File: config.mk
export PLATFORM = sky130hd
export DESIGN_NAME = bovp_monitor
export DESIGN_NICKNAME = d
export VERILOG_FILES = /design/src/rtl/bovp_pkg.sv /design/src/rtl/bovp_event.sv /design/src/rtl/bovp_deglitch.sv /design/src/rtl/bovp_monitor.sv
export SDC_FILE = /design/constraint.sdc
export NUM_CORES = 1
export LEC_CHECK = 0
export CORE_MARGIN = 5
export CORE_UTILIZATION = 50
export CTS_CLUSTER_DIAMETER = 30
export CTS_CLUSTER_SIZE = 10
export DETAILED_ROUTE_END_ITERATION = 10
export DONT_BUFFER_PORTS = 1
export PLACE_DENSITY_LB_ADDON = 0.1
export SETUP_SLACK_MARGIN = 0.3
export SLEW_MARGIN = 20
export SYNTH_ARGS = -nofsm -noshare
export SYNTH_HDL_FRONTEND = slang
export SYNTH_HIERARCHICAL = 1
export SYNTH_SLANG_ARGS = --single-unit
File: constraint.sdc
create_clock -name clk_i -period 2.6 [get_ports clk_i]
set_clock_uncertainty 0.2 [all_clocks]
set_input_delay 0.65 -clock clk_i [delete_from_list [all_inputs] [get_ports clk_i]]
set_output_delay 0.65 -clock clk_i [all_outputs]
set_load 0.01 [all_outputs]
File: src/rtl/bovp_pkg.sv
package bovp_pkg;
  function automatic int unsigned dg_cycles(input int unsigned clk_hz, input int unsigned win_us);
    int unsigned c;
    c = (clk_hz / 1_000_000) * win_us;
    return (c < 2) ? 2 : c;
  endfunction
endpackage

File: src/rtl/bovp_event.sv
module bovp_event (
  input  logic clk_i,
  input  logic rst_ni,
  input  logic set_i,
  input  logic clr_i,
  output logic act_o
);
  logic evt_q;

  always_ff @(posedge clk_i or negedge rst_ni) begin
    if (!rst_ni)     evt_q <= 1'b0;
    else if (clr_i)  evt_q <= 1'b0;
    else if (set_i)  evt_q <= 1'b1;
  end

  // action is combinational on the flag so protection needs no edge
  assign act_o = (set_i | evt_q) & ~clr_i;
endmodule

File: src/rtl/bovp_deglitch.sv
module bovp_deglitch #(
  parameter int unsigned DG = 16
) (
  input  logic clk_i,
  input  logic rst_ni,
  input  logic arm_i,
  input  logic clr_i,
  output logic flt_o
);
  localparam int unsigned CNT_W = $clog2(DG + 1);
  localparam logic [CNT_W-1:0] LAST = CNT_W'(DG - 1);

  logic [CNT_W-1:0] cnt_q;
  logic             flt_q;

  always_ff @(posedge clk_i or negedge rst_ni) begin
    if (!rst_ni) begin
      cnt_q <= '0;
      flt_q <= 1'b0;
    end else if (clr_i) begin
      cnt_q <= '0;
      flt_q <= 1'b0;
    end else if (arm_i && !flt_q) begin
      if (cnt_q == LAST) begin
        flt_q <= 1'b1;
        cnt_q <= '0;
      end else begin
        cnt_q <= cnt_q + 1'b1;
      end
    end else begin
      cnt_q <= '0;
    end
  end

  assign flt_o = flt_q;
endmodule

File: src/rtl/bovp_monitor.sv
module bovp_monitor #(
  parameter int unsigned CLK_FREQ_HZ = 125_000_000,
  parameter int unsigned DEGLITCH_US = 1000
) (
  input  logic clk_i,
  input  logic rst_ni,
  input  logic ovp_i,
  input  logic below_rch_i,
  input  logic hiz_i,
  input  logic dis_i,
  output logic conv_off_o,
  output logic fet_on_o,
  output logic fault_o
);
  import bovp_pkg::*;

  localparam int unsigned DG_CYC = dg_cycles(CLK_FREQ_HZ, DEGLITCH_US);

  logic clr;
  logic act;

  assign clr = below_rch_i | hiz_i | dis_i;

  bovp_event i_event (
    .clk_i  (clk_i),
    .rst_ni (rst_ni),
    .set_i  (ovp_i),
    .clr_i  (clr),
    .act_o  (act)
  );

  bovp_deglitch #(.DG(DG_CYC)) i_deglitch (
    .clk_i  (clk_i),
    .rst_ni (rst_ni),
    .arm_i  (ovp_i & ~clr),
    .clr_i  (clr),
    .flt_o  (fault_o)
  );

  assign conv_off_o = act;
  assign fet_on_o   = act;
endmodule

==> impl_metrics.toml <==
[outcome]
run_status = "finished, final reports clean"

[sta]
period_needed_ps = 2230
rsz0062_at_grt = "no"
setup_viol_count_final = 0
finalSetupTns_ps = 0
fin_crit_sh_pct = 85.9
relSlewSlack_pct = 43.4
drv_slew = 0
hold_viol = 0
tightest_slew_ps = 846
timing.hold.ws_ps = 292
fmax_ghz = 0.448

[critical_path]
cp_top_family = "simple AND/OR/NAND/NOR gates"
worstSetupEndpointType = "primary output"
rr_worst_depth = 5
worstPathRequired_ps = 1750
cp.buffers_inverters = 0
critPathKind = "in -> out"
r2r-end = "i_deglitch/cnt_q[16]$_DFF_PN0_"
crit_slowest_cell = "or3_1"
crit-reg2reg-launch = "i_deglitch/cnt_q[12]$_DFF_PN0_"
path_cells = "or3_1, o21ba_2"
cp_max_fo = 4
crit_path_start_kind = "primary input"
r2r_slack_ps = 510
slowest_delay_ps = 400
arrival_ps = 1380

[clocking]
clkSlewWorstSetupHoldPaths_ps = 110
root_buffer = "clkbuf_4"
htreeDepth = 1
postCtsSetupBuffers = 0
cts_hold_buf = 1
cts_sinks = 19
cts_tree = "done"
cts_buffer_depth = 2
ctsResizeCount = 0
clk-insertion-delay-late_ps = 290
numCtsBuffers = 3

[placement]
gp_congestion = 0.735
hpwlAfterDp_um = 1150
dp_cells = 116
port_buffers = 0

[power]
power.leakage_nw = 0.376
p_per_area_nw_per_um2 = 451
power_mw = 0.451
ir_drop_mv = 0.242

[worst_hold_path]
min_path_type = "reg -> reg"
worstHoldPathCells = 1
min_to = "i_deglitch/cnt_q[0]$_DFF_PN0_"
hp-start = "i_deglitch/cnt_q[0]$_DFF_PN0_"

[global_route]
grtUsageTotal_pct = 13.9
grt_pass1_wl_um = 2950
grt_max_degree = 20
grt_pass1_vias = 688
overflow = 0
antenna_found_initial = 0

[logic_synthesis]
ys_types = 25
syn-num-nets = 100
ys_seq_elements = 19
avgSynthCellArea_um2 = 10.4
postSynthCellCount = 93
synthesis.area_um2 = 965
seq_area_frac_synth_pct = 49.3
ys_warn_count = 6

[drt]
vias = 663
antenna_left = 0
via_per_inst = 5.48
drtPass1Iterations = 4
drt_iter0_drc = 7
wl_per_cell_um = 13.4
finalWirelength_um = 1620
drc = 0

[layout]
layout-drive-gt1-share_pct = 6.25
final_cells = 121
final_nets = 104
area_growth_syn_to_layout_pct = 3.76
n_antenna_cell = 0

[die]
start_util_pct = 54.1
ioPinCount = 9
dieWidth_um = 53.9
die_h_um = 53.9
core_um2 = 1780
die_area_um2 = 2910
num_rows = 15

[run]
cap_viol_max_count = 0
## cells by family after synthesis
family,after synthesis,synth area share [%]
AO/OA/AOI/OAI,3,2.59
flip-flops,19,49.3
XOR/XNOR,15,13.6
buffers and inverters,5,4.80
adder cells (fa/ha/maj),1,1.30
AND/OR/NAND/NOR,50,28.4
## area by class of cell
cell class / instances / area (um2)
Clock buffer: 4 / 26.3
Tap cell: 25 / 31.3
Inverter: 2 / 7.51
Fill cell: 162 / 782
Multi-Input combinational cell: 69 / 443
Timing Repair Buffer: 2 / 17.5
Sequential cell: 19 / 475
## routing by layer
| layer | global-route usage [%] | wire (um) |
|---|---|---|
| met1 | 18.4 | 785 |
| met2 | 22.6 | 745 |
| met3 | 2.49 | 74 |
| met4 | 5.11 | 12 |
| met5 | 0 | 0 |
## worst max path at each step
stage	endpoint	slack [ps]	cells after the start	startpoint
2_1_floorplan	fet_on_o	310	3	hiz_i
3_3_place_gp	fet_on_o	380	2	hiz_i
3_5_place_dp	conv_off_o	360	2	hiz_i
4_1_cts	fet_on_o	360	2	hiz_i
5_1_grt	conv_off_o	330	2	hiz_i
6_report	conv_off_o	370	2	hiz_i
## registers in the layout (all words and copies together) (netlist names)
register and count:
i_deglitch/flt_o 1, i_event/evt_q 1, i_deglitch/cnt_q 17
## power breakdown
group | switching, mW | total [mW] | internal [mW]
clock network | 0.0849 | 0.144 | 0.0596
registers | 0.000326 | 0.296 | 0.296
logic | 0.00749 | 0.0105 | 0.00303
total | 0.0927 | 0.451 | 0.358
## Yosys cell counts (all sizes together)
| cell type | number | area (um2) |
|---|---|---|
| nor2 | 19 | 71.3 |
| or4b | 1 | 10.0 |
| dfrtp | 19 | 475 |
| nand4 | 5 | 31.3 |
| xnor2 | 10 | 87.6 |
| or3 | 1 | 6.26 |
| inv | 2 | 7.51 |
| or4 | 1 | 7.51 |
| a21oi | 1 | 5.00 |
| xor2 | 5 | 43.8 |
| and4 | 1 | 8.76 |
| buf | 3 | 38.8 |
| or4bb | 1 | 11.3 |
| and3 | 2 | 12.5 |
| nor4b | 1 | 8.76 |
| nor4 | 6 | 43.8 |
| nand3 | 6 | 30.0 |
| ha | 1 | 12.5 |
| o21ba | 2 | 20.0 |
| nand4bb | 1 | 11.3 |
| nand2 | 3 | 11.3 |
| nor3 | 2 | 10.0 |
## through the flow
step                      util [%]  setup WS (ps)  area, um2
after detailed placement      54.1            364        965
after floorplan                  -            309        965
final                         56.1            367       1000
after global routing          56.1            335       1000
after global placement        54.1            376        965
after CTS                     56.1            364       1000
## cell usage in the layout (no fill, tap or decap), types with 3 or more instances in the layout
cell type  count
nor2_1        19
dfrtp_1       19
xnor2_1       10
nand3_1        6
nand4_1        5
nor4_1         5
xor2_1         5
clkbuf_4       3
nand2_1        3
Note: power is estimated with default switching activity, not from simulation.
